$ cat config.mk
export PLATFORM = sky130hd
export DESIGN_NAME = dram_refresh_counter
export DESIGN_NICKNAME = d
export VERILOG_FILES = /design/src/rtl/dram_refresh_counter.sv
export SDC_FILE = /design/constraint.sdc
export NUM_CORES = 1
export LEC_CHECK = 0
export BUFFER_PORTS_ARGS = -buffer_cell sky130_fd_sc_hd__clkbuf_2
export CAP_MARGIN = 20
export CORE_AREA = 5 5 42 44
export CTS_CLUSTER_DIAMETER = 50
export DETAILED_ROUTE_END_ITERATION = 16
export DIE_AREA = 0 0 47 49
export PLACE_DENSITY = 0.3
export SETUP_SLACK_MARGIN = 0.2
export SLEW_MARGIN = 20
export SYNTH_ARGS = -nofsm -noshare
export SYNTH_HDL_FRONTEND = slang
export SYNTH_SLANG_ARGS = --single-unit
$ cat constraint.sdc
create_clock -name clk -period 1.9 [get_ports clk]
set_input_delay 0.38 -clock clk [delete_from_list [all_inputs] [get_ports clk]]
set_output_delay 0.38 -clock clk [all_outputs]
set_load 0.1 [all_outputs]
$ cat src/rtl/dram_refresh_counter.sv
// Internal refresh row counter.
// Does: presents the next row to refresh and steps once per advance request,
// wrapping after the last row.
// Assumes: ROWS <= 2**ROW_W.
module dram_refresh_counter #(
    parameter int ROW_W = 4,
    parameter int ROWS  = 1 << ROW_W
) (
    input  logic             clk,
    input  logic             rst_n,
    input  logic             advance,
    output logic [ROW_W-1:0] row
);

    localparam logic [ROW_W-1:0] LAST_ROW = ROW_W'(ROWS - 1);

    logic [ROW_W-1:0] cnt_q;

    // Step and wrap the refresh pointer
    always_ff @(posedge clk) begin
        if (!rst_n)             cnt_q <= '0;
        else if (advance) begin
            if (cnt_q == LAST_ROW) cnt_q <= '0;
            else                   cnt_q <= cnt_q + 1'b1;
        end
    end

    assign row = cnt_q;

endmodule

==> impl_metrics.env <==
export IMPL_pwr_share_clk_pct=43.8
export IMPL_synth_seq_cells=4
export IMPL_synthAdderAreaFrac_pct=6.58
export IMPL_cts_hold_fix_buffers=0
export IMPL_holdCritPathClass="input port to flip-flop"
export IMPL_worst_path_max_delay_cell="clkbuf_2"
export IMPL_drive_above_1_share_pct=44.8
export IMPL_power_density_mw_per_mm2=909
export IMPL_fin_skew_ps=1.31
export IMPL_cts_resized=0
export IMPL_syn_inst=20
export IMPL_intPower_w=0.000169
export IMPL_start_util_pct=13.6
export IMPL_dieHeight_um=49
export IMPL_ys_flop_type="dfxtp_1"
export IMPL_period_share_pct=78.1
export IMPL_slew_viol_final=0
export IMPL_p_comb_share_pct=17.3
export IMPL_cts_sinks=4
export IMPL_ys_async_sr_fraction_pct=0
export IMPL_synthMuxAreaShare_pct=5.26
export IMPL_cts_root_buffer="clkbuf_4"
export IMPL_cp_slowest_stage_delay_ps=480
export IMPL_relSlewSlack_pct=63.8
export IMPL_synth_warnings=0
export IMPL_ant_nets=0
export IMPL_rows=14
export IMPL_clk_pin_slew_ps=40
export IMPL_wl_per_cell_um=8.84
export IMPL_syn_nets=24
export IMPL_rsz0062_at_grt="no"
export IMPL_vias=175
export IMPL_synthesis_area_sq_um=190
export IMPL_routed_wl_um=398
export IMPL_syn_avg_cell_area_sq_um=9.51
export IMPL_cts_inserted_buffers=3
export IMPL_synth_most_common_cell="dfxtp_1"
export IMPL_synth_xor_area_share_pct=4.61
export IMPL_io_pins=7
export IMPL_firstDrtPassIters=3
export IMPL_crit_type="flip-flop to output port"
export IMPL_die_w_um=47
export IMPL_yosys_top_cells_count="dfxtp_1 (4), nand2_2 (2)"
export IMPL_drtIter0Drc=2
export IMPL_p_switching_w=0.0000719
export IMPL_cts_path_max_buffers=2
export IMPL_largest_reg_flops=4
export IMPL_worstMarginPinSlew_ps=545
export IMPL_required_ps=1520
export IMPL_hold_viol_final=0
export IMPL_finalSetupViolCount=0
export IMPL_max_vdd_ir_drop_mv=0.239
export IMPL_path_cells="clkbuf_2"
export IMPL_yosys_top_cells_area="dfxtp_1 (42%), ha_1 (6.6%), nand2_2 (6.6%)"
export IMPL_gp_congestion=0.782
export IMPL_htree_levels=1
export IMPL_cp_arrival_ps=1100
export IMPL_diodes=0
export IMPL_setup_tns_ps=0
export IMPL_synth_compound_gate_area_share_pct=13.2
export IMPL_synth_edff_count=0
export IMPL_via_per_inst=3.89
export IMPL_period_minus_slack_ps=1480
export IMPL_clock_latency_ps=230
export IMPL_drc_errors=0
export IMPL_fill_cells=171
export IMPL_synth_top_area_share_pct=42.1
export IMPL_seq_power_share_pct=38.9
export IMPL_startpoint_type="flip-flop"
export IMPL_cts_setup_buffers=0
export IMPL_grt_max_degree=7
export IMPL_power_switching_share_pct=29.8
export IMPL_synth_simple_gate_area_share_pct=28.3
export IMPL_core_area_sq_mm=0.00140
export IMPL_p_leak_nw=0.109
export IMPL_synth_top_area_cell="dfxtp_1"
export IMPL_nNetsFinal=35
export IMPL_cts_tree="built"
export IMPL_grt_usage_pct=4.57
export IMPL_status="finished, final reports clean"
export IMPL_globalRouteOverflowTotal=0
export IMPL_synth_cell_type_count=16
export IMPL_grt_pass1_wl_um=662
export IMPL_critPathCaptureType="output port"
export IMPL_crit_fanout=4
export IMPL_timing_fmax_ghz=0.674
export IMPL_worstPathBufferInverterCount=1
export IMPL_max_cap_violations=0
export IMPL_die_area_sq_mm=0.00230
export IMPL_ys_seq_area_share_pct=42.1
export IMPL_syn_to_final_growth_pct=39.5
export IMPL_port_buffers=6
export IMPL_grt_pass1_vias=157
export IMPL_cpLargestDelayFamily="buffers and inverters"
export IMPL_post_route_util_pct=18.9
export IMPL_grt_antenna_before_repair=0
export IMPL_synth_top_family_by_area="simple AND/OR/NAND/NOR gates"
-- final cells by class --
| cell class | count | area [sq um] | area share [%] |
|---|---|---|---|
| repair buffers | 6 | 30.0 | 11.3 |
| clock buffers | 3 | 22.5 | 8.49 |
| multi-input cells | 16 | 110 | 41.5 |
| well taps | 16 | 20.0 | 7.55 |
| flip-flops and latches | 4 | 82.6 | 31.1 |
-- metrics by stage --
| stage | setup WS (ps) | power, W | cell area, sq um | hold slack (ps) | instances |
|---|---|---|---|---|---|
| floorplan | 322 | 0.000128 | 193 | 502 | 20 |
| global placement | 667 | 0.000137 | 243 | 497 | 42 |
| detailed placement | 661 | 0.000137 | 243 | 505 | 42 |
| CTS | 400 | 0.000249 | 265 | 404 | 45 |
| global route | 385 | 0.000254 | 265 | 417 | 45 |
| finish | 415 | 0.000241 | 265 | 407 | 45 |
-- kinds of logic after synthesis --
| logic type | after synthesis |
|---|---|
| AOI/OAI and AO/OA | 4 |
| adders and majority gates | 1 |
| DFF | 4 |
| muxes | 1 |
| xor gates and xnor gates | 1 |
| and+or+nand+nor | 9 |
-- worst paths after layout --
check | start | to | slack [ps] | cells after the start
worst max-delay path | row[2]$_SDFFE_PN0P_ | row[2] | 420 | 1
worst min-delay path | rst_n | row[2]$_SDFFE_PN0P_ | 410 | 2
worst max register to register | row[0]$_SDFFE_PN0P_ | row[2]$_SDFFE_PN0P_ | 890 | 4
worst min register to register | row[3]$_SDFFE_PN0P_ | row[3]$_SDFFE_PN0P_ | 500 | 2
-- routing by layer --
layer / routed length (um) / global-route usage [%]
met3: 31 / 2.21
met2: 174 / 4.75
met1: 187 / 5.04
met5: 0 / 0
met4: 5 / 6.91
-- power by group through the flow --
stage          combinational, W  sequential, W  clock (W)
3_3_place_gp          0.0000423      0.0000950          0
5_1_grt               0.0000439      0.0000943   0.000116
4_1_cts               0.0000422      0.0000937   0.000113
2_1_floorplan        0.00000886       0.000119          0
3_5_place_dp          0.0000421      0.0000950          0
6_report              0.0000417      0.0000937   0.000106
-- cell usage in the layout (no fill, tap or decap), drive strengths merged, types with 2 or more instances in the layout --
cell / count
clkbuf: 9
a21boi: 2
nand2: 3
dfxtp: 4
-- worst register-to-register path, stage by stage (launching register included) --
cell	delay, ps
dfxtp_2	370
ha_1	200
nand2_1	70
xnor2_1	120
and2_1	150
No activity file was read; power rests on OpenSTA's default activity.
